$ cat config.mk
export PLATFORM = sky130hd
export DESIGN_NAME = wdog_ctl
export DESIGN_NICKNAME = d
export VERILOG_FILES = /design/src/rtl/wdog_pkg.sv /design/src/rtl/wdog_regs.sv /design/src/rtl/wdog_timer.sv /design/src/rtl/wdog_action.sv /design/src/rtl/wdog_ctl.sv
export SDC_FILE = /design/constraint.sdc
export NUM_CORES = 1
export LEC_CHECK = 0
export BUFFER_PORTS_ARGS = -buffer_cell sky130_fd_sc_hd__buf_2
export CAP_MARGIN = 20
export CORE_MARGIN = 4
export CORE_UTILIZATION = 60
export CTS_CLUSTER_SIZE = 25
export DETAILED_ROUTE_END_ITERATION = 8
export PLACE_DENSITY = 0.8
export RECOVER_POWER = 100
export SYNTH_ARGS = -nofsm -noshare
export SYNTH_HDL_FRONTEND = slang
export SYNTH_SLANG_ARGS = --single-unit
$ cat constraint.sdc
create_clock -name clk_i -period 8.2 [get_ports clk_i]
set_clock_uncertainty 0.15 [all_clocks]
set_input_delay 0.41 -clock clk_i [delete_from_list [all_inputs] [get_ports clk_i]]
set_output_delay 0.41 -clock clk_i [all_outputs]
set_load 0.02 [all_outputs]
$ cat src/rtl/wdog_pkg.sv
package wdog_pkg;
  localparam int SEL_W   = 4;
  localparam int B_FLAG  = 7;
  localparam int B_IE    = 6;
  localparam int B_SELHI = 5;
  localparam int B_CE    = 4;
  localparam int B_RE    = 3;

  typedef enum logic [1:0] {
    MODE_STOP    = 2'b00,
    MODE_IRQ     = 2'b01,
    MODE_RST     = 2'b10,
    MODE_IRQ_RST = 2'b11
  } wd_mode_e;

  function automatic wd_mode_e mode_of(logic fuse, logic re, logic ie);
    if (fuse) return MODE_RST;
    case ({re, ie})
      2'b01:   return MODE_IRQ;
      2'b10:   return MODE_RST;
      2'b11:   return MODE_IRQ_RST;
      default: return MODE_STOP;
    endcase
  endfunction
endpackage

$ cat src/rtl/wdog_regs.sv
module wdog_regs
  import wdog_pkg::*;
#(
  parameter int CE_WINDOW = 4
) (
  input  logic             clk_i,
  input  logic             rst_ni,
  input  logic             fuse_i,
  input  logic             wr_en_i,
  input  logic [7:0]       wr_data_i,
  input  logic             ack_i,
  input  logic             set_flag_i,
  input  logic             rflag_set_i,
  input  logic             rflag_clr_i,
  output logic             flag_o,
  output logic             ie_o,
  output wd_mode_e         mode_o,
  output logic [SEL_W-1:0] sel_o,
  output logic             sel_chg_o,
  output logic [7:0]       rd_o
);
  localparam int CW = (CE_WINDOW > 1) ? $clog2(CE_WINDOW) : 1;

  logic             ce_q, re_q, ie_q, flag_q, rf_q;
  logic [CW-1:0]    ce_cnt;
  logic [SEL_W-1:0] sel_q, sel_new;
  logic             re_eff;

  assign sel_new   = {wr_data_i[B_SELHI], wr_data_i[2:0]};
  assign sel_chg_o = wr_en_i && ce_q && (sel_new != sel_q);
  assign re_eff    = re_q | rf_q;
  assign mode_o    = mode_of(fuse_i, re_eff, ie_q);

  // change-enable window
  always_ff @(posedge clk_i or negedge rst_ni) begin
    if (!rst_ni) begin
      ce_q   <= 1'b0;
      ce_cnt <= '0;
    end else if (wr_en_i) begin
      ce_q   <= wr_data_i[B_CE];
      ce_cnt <= CW'(CE_WINDOW - 1);
    end else if (ce_q) begin
      if (ce_cnt == '0) ce_q <= 1'b0;
      else              ce_cnt <= ce_cnt - 1'b1;
    end
  end

  // sticky reset-flag
  always_ff @(posedge clk_i or negedge rst_ni) begin
    if (!rst_ni)          rf_q <= 1'b0;
    else if (rflag_set_i) rf_q <= 1'b1;
    else if (rflag_clr_i) rf_q <= 1'b0;
  end

  always_ff @(posedge clk_i or negedge rst_ni) begin
    if (!rst_ni) begin
      re_q   <= 1'b0;
      ie_q   <= 1'b0;
      flag_q <= 1'b0;
      sel_q  <= '0;
    end else begin
      if (rf_q) re_q <= 1'b1;
      else if (wr_en_i) begin
        if (wr_data_i[B_RE]) re_q <= 1'b1;
        else if (ce_q)       re_q <= 1'b0;
      end
      if (ack_i && mode_o == MODE_IRQ_RST) ie_q <= 1'b0;
      else if (wr_en_i)                    ie_q <= wr_data_i[B_IE];
      if (set_flag_i) flag_q <= 1'b1;
      else if (ack_i || (wr_en_i && wr_data_i[B_FLAG])) flag_q <= 1'b0;
      if (wr_en_i && ce_q) sel_q <= sel_new;
    end
  end

  assign flag_o = flag_q;
  assign ie_o   = ie_q;
  assign sel_o  = sel_q;
  assign rd_o   = {flag_q, ie_q, sel_q[3], ce_q, re_eff, sel_q[2:0]};

  AST_SEL_LOCKED: assert property (@(posedge clk_i) disable iff (!rst_ni)
    (wr_en_i && !ce_q) |=> $stable(sel_q));
  AST_ACK_CLEARS: assert property (@(posedge clk_i) disable iff (!rst_ni)
    (ack_i && !set_flag_i) |=> !flag_q);
  AST_IE_DROP: assert property (@(posedge clk_i) disable iff (!rst_ni)
    (ack_i && mode_o == MODE_IRQ_RST) |=> !ie_q);
  AST_RE_STICKY: assert property (@(posedge clk_i) disable iff (!rst_ni)
    (rf_q && wr_en_i) |=> re_q);
endmodule

$ cat src/rtl/wdog_timer.sv
module wdog_timer
  import wdog_pkg::*;
#(
  parameter int BASE_LOG = 11,
  parameter int MAX_SEL  = 9
) (
  input  logic             clk_i,
  input  logic             rst_ni,
  input  logic             run_i,
  input  logic             tick_i,
  input  logic             kick_i,
  input  logic             restart_i,
  input  logic [SEL_W-1:0] sel_i,
  output logic             expire_o
);
  localparam int CNT_W = BASE_LOG + MAX_SEL;
  localparam int SHW   = $clog2(CNT_W + 1) + 1;

  logic [CNT_W-1:0] cnt_q, lim_m1;
  logic [CNT_W:0]   lim_full;
  logic [SEL_W-1:0] eff;
  logic [SHW-1:0]   sh;

  always_comb begin
    eff      = (sel_i > SEL_W'(MAX_SEL)) ? SEL_W'(MAX_SEL) : sel_i;
    sh       = SHW'(BASE_LOG) + SHW'(eff);
    lim_full = ((CNT_W + 1)'(1) << sh) - (CNT_W + 1)'(1);
    lim_m1   = lim_full[CNT_W-1:0];
  end

  assign expire_o = run_i && tick_i && !kick_i && !restart_i && (cnt_q == lim_m1);

  always_ff @(posedge clk_i or negedge rst_ni) begin
    if (!rst_ni)                                     cnt_q <= '0;
    else if (!run_i || kick_i || restart_i || expire_o) cnt_q <= '0;
    else if (tick_i)                                 cnt_q <= cnt_q + 1'b1;
  end
endmodule

$ cat src/rtl/wdog_action.sv
module wdog_action
  import wdog_pkg::*;
(
  input  logic     clk_i,
  input  logic     rst_ni,
  input  logic     expire_i,
  input  wd_mode_e mode_i,
  input  logic     flag_i,
  output logic     set_flag_o,
  output logic     sys_rst_o
);
  logic fire, sys_rst_q;

  assign set_flag_o = expire_i && (mode_i == MODE_IRQ || (mode_i == MODE_IRQ_RST && !flag_i));
  assign fire       = expire_i && (mode_i == MODE_RST || (mode_i == MODE_IRQ_RST && flag_i));

  always_ff @(posedge clk_i or negedge rst_ni) begin
    if (!rst_ni) sys_rst_q <= 1'b0;
    else         sys_rst_q <= fire;
  end
  assign sys_rst_o = sys_rst_q;

  AST_RST_SINGLE: assert property (@(posedge clk_i) disable iff (!rst_ni)
    sys_rst_q |=> !sys_rst_q);
  AST_IRQ_MODE_NO_RST: assert property (@(posedge clk_i) disable iff (!rst_ni)
    (expire_i && mode_i == MODE_IRQ) |=> !sys_rst_q);
endmodule

$ cat src/rtl/wdog_ctl.sv
module wdog_ctl
  import wdog_pkg::*;
#(
  parameter int BASE_LOG  = 11,
  parameter int MAX_SEL   = 9,
  parameter int CE_WINDOW = 4
) (
  input  logic       clk_i,
  input  logic       rst_ni,
  input  logic       tick_i,
  input  logic       fuse_on_i,
  input  logic       wr_en_i,
  input  logic [7:0] wr_data_i,
  input  logic       kick_i,
  input  logic       irq_ack_i,
  input  logic       gie_i,
  input  logic       rflag_set_i,
  input  logic       rflag_clr_i,
  output logic [7:0] rd_data_o,
  output logic       irq_o,
  output logic       sys_rst_o
);
  logic             flag, ie, sel_chg, expire, set_flag;
  wd_mode_e         mode;
  logic [SEL_W-1:0] sel;

  wdog_regs #(.CE_WINDOW(CE_WINDOW)) u_regs (
    .clk_i(clk_i), .rst_ni(rst_ni), .fuse_i(fuse_on_i),
    .wr_en_i(wr_en_i), .wr_data_i(wr_data_i), .ack_i(irq_ack_i),
    .set_flag_i(set_flag), .rflag_set_i(rflag_set_i), .rflag_clr_i(rflag_clr_i),
    .flag_o(flag), .ie_o(ie), .mode_o(mode), .sel_o(sel),
    .sel_chg_o(sel_chg), .rd_o(rd_data_o)
  );

  wdog_timer #(.BASE_LOG(BASE_LOG), .MAX_SEL(MAX_SEL)) u_timer (
    .clk_i(clk_i), .rst_ni(rst_ni), .run_i(mode != MODE_STOP),
    .tick_i(tick_i), .kick_i(kick_i), .restart_i(sel_chg),
    .sel_i(sel), .expire_o(expire)
  );

  wdog_action u_action (
    .clk_i(clk_i), .rst_ni(rst_ni), .expire_i(expire), .mode_i(mode),
    .flag_i(flag), .set_flag_o(set_flag), .sys_rst_o(sys_rst_o)
  );

  assign irq_o = flag && ie && gie_i;

  AST_FUSE_RESET: assert property (@(posedge clk_i) disable iff (!rst_ni)
    (fuse_on_i && expire) |=> sys_rst_o);
endmodule

==> tab_implementation.tex <==
\begin{tabular}{lr}
\hline
Metric & Value \\
\hline
\multicolumn{2}{l}{\textbf{Final layout}} \\
\quad Layout cell share with drive strength beyond 1 & 0.185 \\
\quad Net count of the finished layout & $\sim$320 \\
\quad Fill count & around 350 \\
\quad Number of diodes & 0 \\
\quad Area grow syn2layout & 6.49\% \\
\multicolumn{2}{l}{\textbf{Logic synthesis}} \\
\quad Area of the mapped netlist & 0.00260 mm\^{}2 \\
\quad Post-synth EDFFs & 0 \\
\quad Post-synth top flop & sky130\_fd\_sc\_hd\_\_dfrtp\_1 \\
\quad Synthesized area per cell & between 8 and 9 um\^{}2 \\
\quad \#FFs+latches synth & 32 \\
\quad Share of the yosys chip area belonging to registers & 0.308 \\
\quad Share of synthesized registers carrying an async set or reset & 1.00 \\
\quad Number of synthesis warnings & 0 \\
\quad Unique cell type count in the Yosys netlist & 65 \\
\quad Net count after synthesis & about 310 \\
\quad Post-Synthesis Cells & 290 \\
\multicolumn{2}{l}{\textbf{CTS}} \\
\quad Clock root cell & sky130\_fd\_sc\_hd\_\_clkbuf\_8 \\
\quad Post-CTS resize count & 0 \\
\quad Number of post-CTS setup repair buffers & 0 \\
\quad Total clock sinks & 32 \\
\quad Maximum count of clock buffers along a single path & 2 \\
\quad H-tree depth reported by CTS & 2 \\
\quad Clock buffer count from CTS & 5 \\
\quad Source-to-sink clock delay at the later pin of the worst-skew pair & 0.28 ns \\
\quad Clock-pin slew of the registers on the worst-case setup and hold paths & $\sim$0.07 ns \\
\quad Clock tree from TritonCTS & done \\
\quad Hold-fix buffer count after cts & 0 \\
\multicolumn{2}{l}{\textbf{Routing}} \\
\quad Mean routed wirelength per cell & between 15 and 20 um \\
\quad Drt initial violations & between 200 and 250 \\
\quad Remaining number of nets flagged by the antenna check after routing & 0 \\
\quad Total wirelength of the detailed-routed design & 5.96 mm \\
\quad Detailed-route DRC error count & 0 \\
\quad Detailed Routing Iterations Pass 1 & 4 \\
\quad Via total after detailed routing & approximately 2200 \\
\quad Via/cell ratio & 6.31 \\
\multicolumn{2}{l}{\textbf{Timing}} \\
\quad RSZ-0062 raised after global routing & false \\
\quad Number of max-slew violations in the final report & 33 \\
\quad Fin crit share & 0.685 \\
\quad Slew at the pin closest to its max-slew limit & 1.68 ns \\
\quad Slew HR & -0.119 \\
\quad Final number of setup-violating endpoints & 0 \\
\quad Top achievable clock speed & approximately 0.18 GHz \\
\quad Final count of hold timing violations & 0 \\
\quad Post-layout min period & $\sim$5.6 ns \\
\quad Setup\_tns & 0 ns \\
\quad Final worst-path setup slack & between 2 and 3 ns \\
\multicolumn{2}{l}{\textbf{Placed design}} \\
\quad Number of buffers added on ports & 27 \\
\quad Final HPWL from detailed placement & between 4 and 5 mm \\
\quad Routability cong. & approximately 1 \\
\quad Minimum setup slack after placement & about 3.8 ns \\
\multicolumn{2}{l}{\textbf{Floorplan}} \\
\quad Width of the die & about 74 um \\
\quad Core Box Area & around 0.004 mm\^{}2 \\
\quad Number of rows in the core area & 23 \\
\quad Initial core utilization & 0.637 \\
\quad Chip height & between 70 and 80 um \\
\quad Die area & 0.00545 mm\^{}2 \\
\quad Number of top-level design ports & 28 \\
\multicolumn{2}{l}{\textbf{Pwr}} \\
\quad Total power density per cell area & approximately 200 mW/mm\^{}2 \\
\quad Worst IR drop on VDD & around 0.13 mV \\
\quad Leakage component of the power & around 0.0012 uW \\
\multicolumn{2}{l}{\textbf{GRT}} \\
\quad Via count of the first global-routing pass & approximately 2100 \\
\quad GRT Total Usage & 0.240 \\
\quad Wire length of the first global-routing pass & 10.0 mm \\
\quad Pin count of the biggest net entering global routing & 33 \\
\quad Antenna violations before repair & 0 \\
\quad Total congestion overflow after global routing & 0 \\
\multicolumn{2}{l}{\textbf{Outcome}} \\
\quad Violations in the final reports & capacitance limit, slew limit \\
\quad Run status & finished, violations left \\
\multicolumn{2}{l}{\textbf{Critical path}} \\
\quad Maximum fanout along the worst path & 22 \\
\quad Type of the setup path with the least slack & flip-flop to flip-flop \\
\quad Type of origin of the critical path & flip-flop \\
\quad Endpoint type of the worst setup path & flip-flop \\
\quad Largest incremental delay on the critical path & about 1.0 ns \\
\quad Arrival time reported for the critical path endpoint & roughly 5.6 ns \\
\quad Req. time, crit path & about 8 ns \\
\quad Slowest cell on the critical path & sky130\_fd\_sc\_hd\_\_clkbuf\_1 \\
\quad Chain of cells forming the critical path & nor2\_1, nand2\_1, ha\_1, nor4b\_1, nand2\_1, ha\_1, inv\_1, a21oi\_1, or3\_1, mux2i\_1, o211ai\_1, o41ai\_4, clkbuf\_1, nor2\_2 \\
\multicolumn{2}{l}{\textbf{Worst hold path}} \\
\quad Path class of the lowest-slack min-delay path & input port to flip-flop \\
\multicolumn{2}{l}{\textbf{Job}} \\
\quad \# Max-Cap Violations & 1 \\
\hline
\end{tabular}
-- placed cells by master, fill, tap and decap left out, drive strengths merged, types with 2 or more instances in the layout --
cell / n
nand4: 7
inv: 10
xor2: 18
or2: 4
clkbuf: 19
and2: 2
or4: 3
o31ai: 3
xnor2: 16
nand3: 11
a21oi: 10
a211oi: 3
and3: 7
nand2: 19
nor2b: 8
o41ai: 3
mux2i: 6
nand2b: 7
nor4: 7
nor3b: 2
dfrtp: 32
buf: 16
and4: 5
mux2: 6
o221ai: 3
a21boi: 2
ha: 4
o211ai: 5
o21ai: 4
or3: 3
a31oi: 3
a21o: 2
nor2: 28
nor3: 5
-- through the flow --
stage               power [uW]   util  std cells  cell area, um^2  hold slack, ns
global route               591  0.678        353             2770           0.155
global placement           393  0.654        345             2670           0.320
floorplan                  355      -        290             2600         -0.0356
detailed placement         395  0.654        345             2670           0.331
finish                     560  0.678        353             2770           0.154
CTS                        562  0.685        353             2800          0.0380
-- state kept, by name, summed over array words and instances, names as in the netlist --
signal              flops
u_action.sys_rst_o      1
u_regs.ce_cnt           2
u_regs.ce_q             1
u_regs.flag_o           1
u_regs.ie_o             1
u_regs.re_q             1
u_regs.rf_q             1
u_regs.sel_o            4
u_timer.cnt_q          20
-- where the power goes --
| part | total [uW] | internal [uW] | switching (uW) |
|---|---|---|---|
| Combinational | 199 | 78.4 | 120 |
| Sequential | 195 | 165 | 29.1 |
| Clock | 166 | 107 | 59.1 |
-- routing by layer --
| metal | GRT usage | wire length [um] |
|---|---|---|
| met1 | 0.332 | 2630 |
| met2 | 0.388 | 2870 |
| met3 | 0.0315 | 335 |
| met4 | 0.0724 | 131 |
| met5 | 0 | 0 |
-- Yosys cell counts, drive strengths merged, types with 3 or more instances --
| cell type | n | area, um^2 |
|---|---|---|
| and3 | 7 | 48.8 |
| clkbuf | 12 | 45.0 |
| nor2 | 28 | 155 |
| dfrtp | 32 | 801 |
| nor3 | 5 | 25.0 |
| o221ai | 3 | 26.3 |
| xor2 | 18 | 158 |
| o211ai | 5 | 42.5 |
| nor4 | 7 | 58.8 |
| xnor2 | 16 | 140 |
| nor2b | 8 | 50.1 |
| nand4 | 7 | 43.8 |
| o41ai | 3 | 45.1 |
| nand2 | 19 | 71.3 |
| ha | 4 | 50.1 |
| or4 | 3 | 22.5 |
| o31ai | 3 | 22.5 |
| mux2 | 6 | 67.6 |
| o21ai | 4 | 20.0 |
| buf | 11 | 88.8 |
| or2 | 4 | 25.0 |
| or3 | 3 | 18.8 |
| a211oi | 3 | 22.5 |
| inv | 10 | 37.5 |
| nand3 | 11 | 55.1 |
| a21oi | 10 | 50.1 |
| and4 | 5 | 43.8 |
| nand2b | 7 | 43.8 |
| mux2i | 6 | 60.1 |
| a31oi | 3 | 18.8 |
-- final timing paths --
path                                               from                             to  slack, ns  depth (start not counted)
setup reg to reg            u_regs.sel_o[0]$_DFFE_PN0P_  u_timer.cnt_q[17]$_DFFE_PN0P_       2.58                         14
setup / recovery            u_regs.sel_o[0]$_DFFE_PN0P_  u_timer.cnt_q[17]$_DFFE_PN0P_       2.58                         14
min in group asynchronous                        rst_ni        u_regs.ie_o$_DFFE_PN0P_       0.40                          1
hold / removal                              rflag_set_i        u_regs.rf_q$_DFFE_PN0P_       0.15                          2
hold reg to reg            u_regs.ce_cnt[1]$_DFFE_PN0P_   u_regs.ce_cnt[1]$_DFFE_PN0P_       0.34                          1
max in group asynchronous                        rst_ni   u_timer.cnt_q[8]$_DFFE_PN0P_       6.52                          1
-- cell families (layout without fill, tap and decap cells) --
group,after synthesis,after routing,share of synthesized area
AO/OA/AOI/OAI,50,50,0.146
XOR/XNOR,35,35,0.123
adder cells (fa/ha/maj),5,5,0.0231
buffers and inverters,33,46,0.0659
flip-flops,32,32,0.308
multiplexers,12,12,0.0491
AND/OR/NAND/NOR,123,123,0.285
-- worst max-delay path, delay by kind of cell (launching register included) --
family / cells / cell delay (ns)
DFF: 1 / 0.64
AOI/OAI and AO/OA: 3 / 0.51
and+or+nand+nor: 6 / 1.91
adders and majority gates: 2 / 0.82
muxes: 1 / 0.22
buffers and inverters: 2 / 1.20
-- area by class of cell --
class                           instances  area (um^2)  area share
Tap cell                               50         62.6      0.0226
Multi-Input combinational cell        225         1620       0.584
Timing Repair Buffer                   28          125      0.0452
Clock buffer                            7         96.3      0.0348
Sequential cell                        32          801       0.289
Inverter                               10         37.5      0.0136
Clock inverter                          1         30.0      0.0108
No activity file was read; power rests on OpenSTA's default activity.
